<file path="config.mk">
export PLATFORM = sky130hd
export DESIGN_NAME = disp_refresh
export DESIGN_NICKNAME = d
export VERILOG_FILES = /design/src/rtl/disp_pkg.sv /design/src/rtl/disp_addr_ctr.sv /design/src/rtl/disp_store.sv /design/src/rtl/disp_out.sv /design/src/rtl/disp_refresh.sv
export SDC_FILE = /design/constraint.sdc
export NUM_CORES = 1
export LEC_CHECK = 0
export BUFFER_PORTS_ARGS = -buffer_cell sky130_fd_sc_hd__clkbuf_2
export CAP_MARGIN = 20
export CORE_MARGIN = 2
export CORE_UTILIZATION = 34
export CTS_BUF_LIST = sky130_fd_sc_hd__clkbuf_4
export CTS_CLUSTER_SIZE = 25
export DETAILED_ROUTE_END_ITERATION = 12
export PLACE_DENSITY_LB_ADDON = 0.08
export SLEW_MARGIN = 10
export SYNTH_ARGS = -nofsm -noshare
export SYNTH_HDL_FRONTEND = slang
export SYNTH_SLANG_ARGS = --single-unit
</file>
<file path="constraint.sdc">
create_clock -name clk -period 1.9 [get_ports clk]
set_input_delay 0.38 -clock clk [delete_from_list [all_inputs] [get_ports clk]]
set_output_delay 0.38 -clock clk [all_outputs]
set_load 0.005 [all_outputs]
</file>
<file path="src/rtl/disp_pkg.sv">
package disp_pkg;
  typedef enum logic [1:0] {
    SCAN_DEC4   = 2'd0,
    SCAN_ENC8   = 2'd1,
    SCAN_ENC16  = 2'd2,
    SCAN_ENC16B = 2'd3
  } scan_mode_e;

  localparam int DEC_DIGITS = 4;
  localparam int ENC8_DIGITS = 8;
endpackage

</file>
<file path="src/rtl/disp_addr_ctr.sv">
module disp_addr_ctr #(
  parameter int ADDR_W = 4
) (
  input  logic              clk,
  input  logic              rst_n,
  input  logic              load,
  input  logic [ADDR_W-1:0] load_addr,
  input  logic              step,
  output logic [ADDR_W-1:0] addr
);
  localparam logic [ADDR_W-1:0] LAST = {ADDR_W{1'b1}};

  always_ff @(posedge clk or negedge rst_n) begin
    if (!rst_n)      addr <= '0;
    else if (load)   addr <= load_addr;
    else if (step)   addr <= addr + 1'b1;
  end

  // stepping from the last location lands on zero
  p_ptr_wrap_r3: assert property (@(posedge clk) disable iff (!rst_n)
    (step && !load && addr == LAST) |=> (addr == '0));

  // without load or step the pointer stays put
  p_ptr_hold_r4: assert property (@(posedge clk) disable iff (!rst_n)
    (!step && !load) |=> $stable(addr));
endmodule

</file>
<file path="src/rtl/disp_store.sv">
module disp_store #(
  parameter int DIGITS = 16,
  parameter int WIDTH  = 8,
  parameter int ADDR_W = 4
) (
  input  logic              clk,
  input  logic              rst_n,
  input  logic              wr_en,
  input  logic [ADDR_W-1:0] wr_addr,
  input  logic [WIDTH-1:0]  wr_data,
  input  logic              rd_en,
  output logic [WIDTH-1:0]  rd_data,
  input  logic [ADDR_W-1:0] fetch_addr,
  output logic [WIDTH-1:0]  fetch_word
);
  logic [WIDTH-1:0] mem [DIGITS];

  always_ff @(posedge clk or negedge rst_n) begin
    if (!rst_n) begin
      for (int i = 0; i < DIGITS; i++) mem[i] <= '0;
    end else if (wr_en) begin
      mem[wr_addr] <= wr_data;
    end
  end

  always_ff @(posedge clk or negedge rst_n) begin
    if (!rst_n)     rd_data <= '0;
    else if (rd_en) rd_data <= mem[wr_addr];
  end

  // a write to the location being fetched is forwarded
  always_comb begin
    if (wr_en && wr_addr == fetch_addr) fetch_word = wr_data;
    else                                fetch_word = mem[fetch_addr];
  end

  // read data only changes on a read
  p_rdata_hold_r5: assert property (@(posedge clk) disable iff (!rst_n)
    !rd_en |=> $stable(rd_data));
endmodule

</file>
<file path="src/rtl/disp_out.sv">
module disp_out #(
  parameter int WIDTH = 8
) (
  input  logic               clk,
  input  logic               rst_n,
  input  logic               load,
  input  logic [WIDTH-1:0]   word_in,
  input  logic               blank_a,
  input  logic               blank_b,
  input  logic [WIDTH/2-1:0] code_a,
  input  logic [WIDTH/2-1:0] code_b,
  output logic [WIDTH/2-1:0] out_a,
  output logic [WIDTH/2-1:0] out_b
);
  localparam int NIB = WIDTH / 2;

  logic [WIDTH-1:0] code_q;

  always_ff @(posedge clk or negedge rst_n) begin
    if (!rst_n)    code_q <= '0;
    else if (load) code_q <= word_in;
  end

  assign out_a = blank_a ? code_a : code_q[WIDTH-1:NIB];
  assign out_b = blank_b ? code_b : code_q[NIB-1:0];

  // the latched code only moves on an advance pulse
  p_code_hold_r6: assert property (@(posedge clk) disable iff (!rst_n)
    !load |=> $stable(code_q));
endmodule

</file>
<file path="src/rtl/disp_refresh.sv">
module disp_refresh #(
  parameter int DIGITS = 16,
  parameter int WIDTH  = 8
) (
  input  logic                       clk,
  input  logic                       rst_n,
  input  logic                       cpu_addr_load,
  input  logic [$clog2(DIGITS)-1:0]  cpu_addr,
  input  logic                       cpu_ainc,
  input  logic                       cpu_wr,
  input  logic [WIDTH-1:0]           cpu_wdata,
  input  logic                       cpu_rd,
  output logic [WIDTH-1:0]           cpu_rdata,
  input  logic [$clog2(DIGITS)-1:0]  scan_idx,
  input  logic                       scan_adv,
  input  logic [1:0]                 scan_mode,
  input  logic                       blank_a,
  input  logic                       blank_b,
  input  logic [WIDTH/2-1:0]         blank_code_a,
  input  logic [WIDTH/2-1:0]         blank_code_b,
  output logic [WIDTH/2-1:0]         disp_a,
  output logic [WIDTH/2-1:0]         disp_b
);
  import disp_pkg::*;

  localparam int ADDR_W = $clog2(DIGITS);
  localparam int NIB    = WIDTH / 2;
  localparam logic [ADDR_W-1:0] DEC_MASK  = ADDR_W'(DEC_DIGITS - 1);
  localparam logic [ADDR_W-1:0] ENC8_MASK = ADDR_W'(ENC8_DIGITS - 1);

  scan_mode_e        mode;
  logic [ADDR_W-1:0] ptr;
  logic [ADDR_W-1:0] fetch_addr;
  logic [WIDTH-1:0]  fetch_word;
  logic              step;

  assign mode = scan_mode_e'(scan_mode);
  assign step = cpu_ainc && (cpu_wr || cpu_rd);

  always_comb begin
    unique case (mode)
      SCAN_DEC4: fetch_addr = scan_idx & DEC_MASK;
      SCAN_ENC8: fetch_addr = scan_idx & ENC8_MASK;
      default:   fetch_addr = scan_idx;
    endcase
  end

  disp_addr_ctr #(.ADDR_W(ADDR_W)) u_ptr (
    .clk       (clk),
    .rst_n     (rst_n),
    .load      (cpu_addr_load),
    .load_addr (cpu_addr),
    .step      (step),
    .addr      (ptr)
  );

  disp_store #(.DIGITS(DIGITS), .WIDTH(WIDTH), .ADDR_W(ADDR_W)) u_store (
    .clk        (clk),
    .rst_n      (rst_n),
    .wr_en      (cpu_wr),
    .wr_addr    (ptr),
    .wr_data    (cpu_wdata),
    .rd_en      (cpu_rd),
    .rd_data    (cpu_rdata),
    .fetch_addr (fetch_addr),
    .fetch_word (fetch_word)
  );

  disp_out #(.WIDTH(WIDTH)) u_out (
    .clk     (clk),
    .rst_n   (rst_n),
    .load    (scan_adv),
    .word_in (fetch_word),
    .blank_a (blank_a),
    .blank_b (blank_b),
    .code_a  (blank_code_a),
    .code_b  (blank_code_b),
    .out_a   (disp_a),
    .out_b   (disp_b)
  );

  // a colliding write shows up on the unblanked nibbles next cycle
  p_collide_a_r9: assert property (@(posedge clk) disable iff (!rst_n)
    (scan_adv && cpu_wr && fetch_addr == ptr) |=>
      (blank_a || disp_a == $past(cpu_wdata[WIDTH-1:NIB])));
  p_collide_b_r9: assert property (@(posedge clk) disable iff (!rst_n)
    (scan_adv && cpu_wr && fetch_addr == ptr) |=>
      (blank_b || disp_b == $past(cpu_wdata[NIB-1:0])));
endmodule

</file>
==> out/results.ini, run 1 <==
[outcome]
status=complete, no violations

[sta]
hold_violations=0
fin_ws_ns=0.09244
slew_viol_final=0
setup_viol=0
period_needed_ns=1.808
fin_crit_sh_pct=95.13
tightestPinTransition_ns=0.8079
fmax_ghz=0.5532
slew_headroom_pct=46.14
fin_skew_ns=0.02402
rsz0062_at_grt=false

[route]
drc_errors=0
routed_wl_mm=22.07
vias_per_cell=5.318
first_pass_iters=4
wl_per_cell_um=22.52
drt_iter0_drc=213
antenna_left=0
vias=5212

[floorplan]
die_h_um=156.6
dieArea_um2=24520
std_cell_rows=55
ios=51
fp.coreArea_um2=22780
initial_utilization_pct=34.75
chipWidth_um=156.6

[power]
power_frac_comb_pct=34.6
pwr-share-clk_pct=17.0
power_density_nw_per_um2=1223
swShare_pct=32.14
p_seq_share_pct=48.4
ir_worst_vdd_mv=0.3802
p_sw_w=0.003687
p_int_w=0.007786
leakagePower_nw=4.076

[worst_setup_path]
crit_type=flip-flop to flip-flop
critical_path_required_ns=2.32
worstPathArrival_ns=2.23
crit_family=multiplexers
cpPeakStageDelay_ns=0.57
start_kind=flip-flop
cpMaxStageDelayCell=mux4_2
critical_path_buf_inv_count=1
cp_cell_sequence=buf_12 -> mux4_2 -> mux2i_1 -> o221ai_1
cp-end-kind=flip-flop
crit_fanout=20

[global_routing]
grtUsageTotal_pct=19.12
grt_max_degree=44
antenna_found_initial=1
gr-total-overflow=0
grt_pass1_wl_mm=34.04
grt_pass1_vias=5595

[logic_synthesis]
synth_area_um2=7916
synth-async-reset-ratio_pct=100.0
synth-seq-cells=148
postSynthCellCount=565
synth_fp_nets=604
yosys_warnings=0
ys_types=38
synth_flop_cell=dfrtp_1
avgSynthCellArea_um2=14.01
yosysSeqAreaShare_pct=46.78
synth-edff-count=0

[layout]
fillCellCount=2149
most-common-layout-cells=dfrtp_1 (147), mux2_2 (136), clkbuf_2 (49), mux4_2 (48)
multiInputGateArea_um2=4014
nets=693
utilization_pct=41.18
regArea_um2=3705
final_common_cell=dfrtp_1
drive_above_1_share_pct=49.55
area_delta_synth_final_pct=18.48

[min_path]
min_path_type=primary input to flip-flop

[clock_tree]
clkTransAtPathRegs_ns=0.13
clock_sinks=148
cts_tree=done
clockRootBuffer=clkbuf_4
h-tree-depth=4
clock_path_buffers=2
cts_made_buffers=17
clkLatencyLatePin_ns=0.56

[placed_design]
dpl_worst_slack_ns=-0.09585
port_buffers=50
hpwl_mm=16.72
gp_congestion=0.8118

[job]
drv_cap=0

-- synth_stat cells (2+ instances only) --
| cell type | number | share of area [%] |
|---|---|---|
| nor2b_1 | 18 | 1.4 |
| ha_1 | 4 | 0.63 |
| o31ai_1 | 8 | 0.76 |
| a221o_1 | 8 | 1.0 |
| a21oi_1 | 2 | 0.13 |
| buf_6 | 4 | 0.57 |
| nand2b_1 | 10 | 0.79 |
| dfrtp_1 | 148 | 47 |
| inv_1 | 2 | 0.095 |
| a22oi_1 | 15 | 1.4 |
| mux2_2 | 136 | 19 |
| o221ai_1 | 8 | 0.89 |
| nor2_1 | 4 | 0.19 |
| clkbuf_1 | 16 | 0.76 |
| and2_1 | 6 | 0.47 |
| buf_1 | 6 | 0.28 |
| nand2_1 | 33 | 1.6 |
| a211oi_1 | 8 | 0.76 |
| mux4_2 | 48 | 14 |
| mux2i_1 | 40 | 5.1 |
| nand4_1 | 2 | 0.16 |
| xnor2_1 | 6 | 0.66 |
| buf_2 | 16 | 1.0 |
| o21ai_0 | 3 | 0.19 |
-- metal layers --
layer | track usage (%) | part of all wire, % | up-vias
met5 | 0 | 0 | -
met4 | 4.806 | 1.2 | 0
met3 | 3.379 | 4.1 | 17
met2 | 33.19 | 51 | 119
met1 | 24.80 | 43 | 2751
li1 | - | - | 2325
-- flip-flops by register name, summed over array words and instances (netlist names) --
signal / count
u_ptr.addr: 4
u_store.mem: 128
u_out.code_q: 8
u_store.rd_data: 8
-- path summary, 6_finish.rpt --
path	slack, ns	endpoint	start	cells past startpoint
max in group asynchronous	1.01	u_out.code_q[6]	rst_n	3
max	0.09	u_store.rd_data[2]	u_ptr.addr[0]	4
min	0.04	u_ptr.addr[1]	cpu_addr[1]	3
min in group asynchronous	0.30	u_ptr.addr[1]	rst_n	2
max reg2reg	0.09	u_store.rd_data[2]	u_ptr.addr[0]	4
min reg2reg	0.52	u_store.rd_data[1]	u_store.rd_data[1]	2
-- what timing repair did --
item	in CTS	in global routing
endpoints found under the setup margin	0	12
hold buffers	3	0
setup buffers	0	1
gates resized for setup	0	5
endpoints found under the hold margin	37	0
-- worst register-to-register path: stages, from the launching register on --
cell,delay [ns]
dfrtp_2,0.43
buf_12,0.23
mux4_2,0.59
mux2i_1,0.25
o221ai_1,0.18
-- logic make-up (layout without fill, tap and decap cells) --
logic type,count (synthesis),in the layout,synth area share [%]
and+or+nand+nor,81,81,5.326
buffers and inverters,45,146,2.813
adders and majority gates,4,4,0.6322
DFF,148,148,46.78
other,0,1,0
muxes,225,225,38.20
xor gates and xnor gates,7,7,0.7745
AOI/OAI and AO/OA,55,55,5.469
-- cell type report --
class,instances,area share (%)
Timing Repair Buffer,113,10.57
Clock inverter,10,1.174
Sequential cell,148,39.50
Multi-Input combinational cell,372,42.80
Clock buffer,21,1.681
Antenna cell,1,0.02668
Inverter,2,0.08004
Tap cell,313,4.176
-- power by group through the flow --
stage          Sequential (W)  Clock (W)  Combinational [W]
2_1_floorplan         0.00518          0            0.00291
3_3_place_gp          0.00556          0            0.00392
3_5_place_dp          0.00561          0            0.00400
4_1_cts               0.00553    0.00202            0.00402
5_1_grt               0.00572    0.00217            0.00428
6_report              0.00555    0.00195            0.00397
-- metrics by stage --
stage | setup TNS (ns) | cell area (µm²) | hold WS (ns) | power (W) | std cells
6_report | 0 | 9379 | 0.03521 | 0.01147 | 980
5_1_grt | 0 | 9379 | 0.007440 | 0.01218 | 980
4_1_cts | 0 | 9348 | 0.005875 | 0.01157 | 978
3_5_place_dp | -0.4758 | 9050 | 0.3569 | 0.009615 | 944
3_3_place_gp | -0.3059 | 9050 | 0.3537 | 0.009480 | 944
2_1_floorplan | 0 | 7924 | 0.08441 | 0.008091 | 565
Power figures use the tool's default switching activity.
==> run 2: changes to the inputs <==
Settings changed: PLACE_DENSITY_LB_ADDON 0.08 to 0.1.
==> run 2 against run 1 <==
Net effect: sequential share of layout area up 0.11 points; clock power up 8%; core utilization down 0.11 points; cell count down 0.41%; clock skew up 0.012 ns; total power up 1.1%; die area unchanged; global-route usage up 0.38 points; critical endpoint is now u_store.mem[124]; largest cell class unchanged.
==> out/results.ini, run 2 (synthesized netlist as in run 1, its figures left out) <==
[outcome]
status=complete, no violations

[route]
routed_wl_mm=22.67  ; +2.7%
vias_per_cell=5.378  ; +1.1%
top_layer_used=met4
wl_per_cell_um=23.22  ; +3.1%
route.met3.wl_mm=1.129  ; +24%
wl_met2_mm=11.11  ; -1.6%
vias=5249  ; +0.71%
first_pass_iters=5  ; +1
antenna_left=0  ; unchanged
wl_met1_mm=10.14  ; +5.7%
drt_iter0_drc=263  ; +23%
drc_errors=0  ; unchanged

[floorplan]
die_h_um=156.6  ; unchanged
ios=51  ; unchanged
chipWidth_um=156.6  ; unchanged
initial_utilization_pct=34.75  ; unchanged
dieArea_um2=24520  ; unchanged
std_cell_rows=55  ; unchanged
fp.coreArea_um2=22780  ; unchanged

[sta]
slew_viol_final=0  ; unchanged
tightestPinTransition_ns=0.4975  ; -0.3104 ns
rsz0062_at_grt=false
fin_crit_sh_pct=94.33  ; -0.81 points
fin_ws_ns=0.1078  ; +0.01533 ns
fmax_ghz=0.5580  ; +0.86%
setup_viol=0  ; unchanged
fin_skew_ns=0.03631  ; +0.01229 ns
hold_violations=0  ; unchanged
slew_headroom_pct=66.84  ; +21 points
period_needed_ns=1.792  ; -0.01533 ns

[layout]
fillCellCount=2145  ; -0.19%
drive_above_1_share_pct=49.55  ; about the same
largest_reg_flops=128  ; unchanged
fin_cells=976  ; -0.41%
fin_area_um2=9354  ; -0.27%
final_common_cell=dfrtp_1
most-common-layout-cells=dfrtp_1 (147), mux2_2 (136), clkbuf_2 (49), mux4_2 (48), mux2i_1 (40)
nets=688  ; -0.72%
area_delta_synth_final_pct=18.16
reg_top3=u_store.mem (128), u_out.code_q (8), u_store.rd_data (8)
largest-register=u_store.mem

[global_routing]
grt_pass1_vias=5587  ; -0.14%
antenna_found_initial=1  ; unchanged
grtUsageTotal_pct=19.49  ; +0.38 points
gr-total-overflow=0  ; unchanged
grt_max_degree=58  ; +32%
grt_pass1_wl_mm=34.93  ; +2.6%

[worst_setup_path]
worstPathArrival_ns=2.20  ; -0.03 ns
crit_fanout=12  ; -40%
start_kind=flip-flop
cpPeakStageDelay_ns=0.48  ; -0.09 ns
critical_path_buf_inv_count=3  ; +2
crit_family=flip-flops
cpMaxStageDelayCell=dfrtp_2
cp-end-kind=flip-flop
cp_cell_sequence=buf_12 -> inv_1 -> ha_1 -> and2_1 -> buf_12 -> mux2_2
crit_type=flip-flop to flip-flop
cp_common_cell=buf_12
critical_path_required_ns=2.31  ; about the same

[clock_tree]
clock_path_buffers=2  ; unchanged
clock_sinks=148  ; unchanged
clkLatencyLatePin_ns=0.55  ; about the same
clkTransAtPathRegs_ns=0.15  ; +0.02 ns
cts_made_buffers=17  ; unchanged
h-tree-depth=4  ; unchanged
cts_tree=done
clockRootBuffer=clkbuf_4

[placed_design]
hpwl_mm=16.38  ; -2.0%
dpl_worst_slack_ns=-0.1386  ; -0.04274 ns
place_area_um2=8940  ; -1.2%
gp_congestion=0.8372  ; +3.1%
port_buffers=50  ; unchanged
dp.cells=931  ; -1.4%

[power]
power_density_nw_per_um2=1240  ; +1.4%
ir_worst_vdd_mv=0.4724  ; +24%
leakagePower_nw=4.064  ; -0.31%

[min_path]
min_path_type=primary input to flip-flop

[job]
drv_cap=0  ; unchanged

## run 2: path summary, 6_finish.rpt
| kind | slack, ns | cells past startpoint | endpoint | startpoint |
|---|---|---|---|---|
| worst min-delay path | 0.06 | 3 | u_ptr.addr[2] | cpu_addr[2] |
| worst min register to register | 0.53 | 2 | u_store.rd_data[6] | u_store.rd_data[6] |
| min in group asynchronous | 0.31 | 2 | u_ptr.addr[0] | rst_n |
| worst max register to register | 0.11 | 6 | u_store.mem[124] | u_ptr.addr[0] |
| max in group asynchronous | 0.88 | 3 | u_store.mem[7] | rst_n |
| worst max-delay path | 0.11 | 6 | u_store.mem[124] | u_ptr.addr[0] |
## run 2: final cells by class
type                    count  area, µm²  area share (%)
inverters                   2      7.507         0.08026
flip-flops and latches    148       3705           39.61
clock inverters            14      161.4           1.726
clock buffers              18      135.1           1.445
repair buffers            108      942.2           10.07
multi-input cells         372       4009           42.86
diodes                      1      2.502         0.02675
well taps                 313      391.6           4.187
## run 2: layer usage
layer | vias up | GRT usage (%)
li1 | 2320 | -
met2 | 137 | 32.35
met5 | - | 0
met3 | 12 | 3.932
met1 | 2780 | 26.63
met4 | 0 | 4.019
## run 2: report_power, final
part | switching (W) | internal, W | total [W]
logic | 0.00148 | 0.00244 | 0.00391
registers | 0.00108 | 0.00450 | 0.00557
clock network | 0.00119 | 0.000921 | 0.00211
total | 0.00375 | 0.00785 | 0.0116
## run 2: through the flow
step | total power [W] | util, % | setup TNS (ns) | hold slack [ns]
after floorplan | 0.008091 | - | 0 | 0.08441
after global placement | 0.009444 | 39.25 | -0.3821 | 0.3498
after detailed placement | 0.009558 | 39.25 | -0.4467 | 0.3520
after CTS | 0.01167 | 40.65 | 0 | 0.02152
after global routing | 0.01231 | 41.07 | 0 | 0.03185
final | 0.01160 | 41.07 | 0 | 0.05878
## run 2: timing repair
action                                 in CTS  in global routing
buffers inserted                            0                 10
setup endpoints to repair                   1                 30
hold buffers                                2                  0
gates resized for setup                     1                  5
endpoints found under the hold margin      43                  0
pin swaps                                   0                  1
## run 2: tightest hold or removal path: cells and delay by family
kind	cells	cell delay, ns
AND/OR/NAND/NOR	1	0.04
AO/OA/AOI/OAI	1	0.06
buffers and inverters	1	0.08
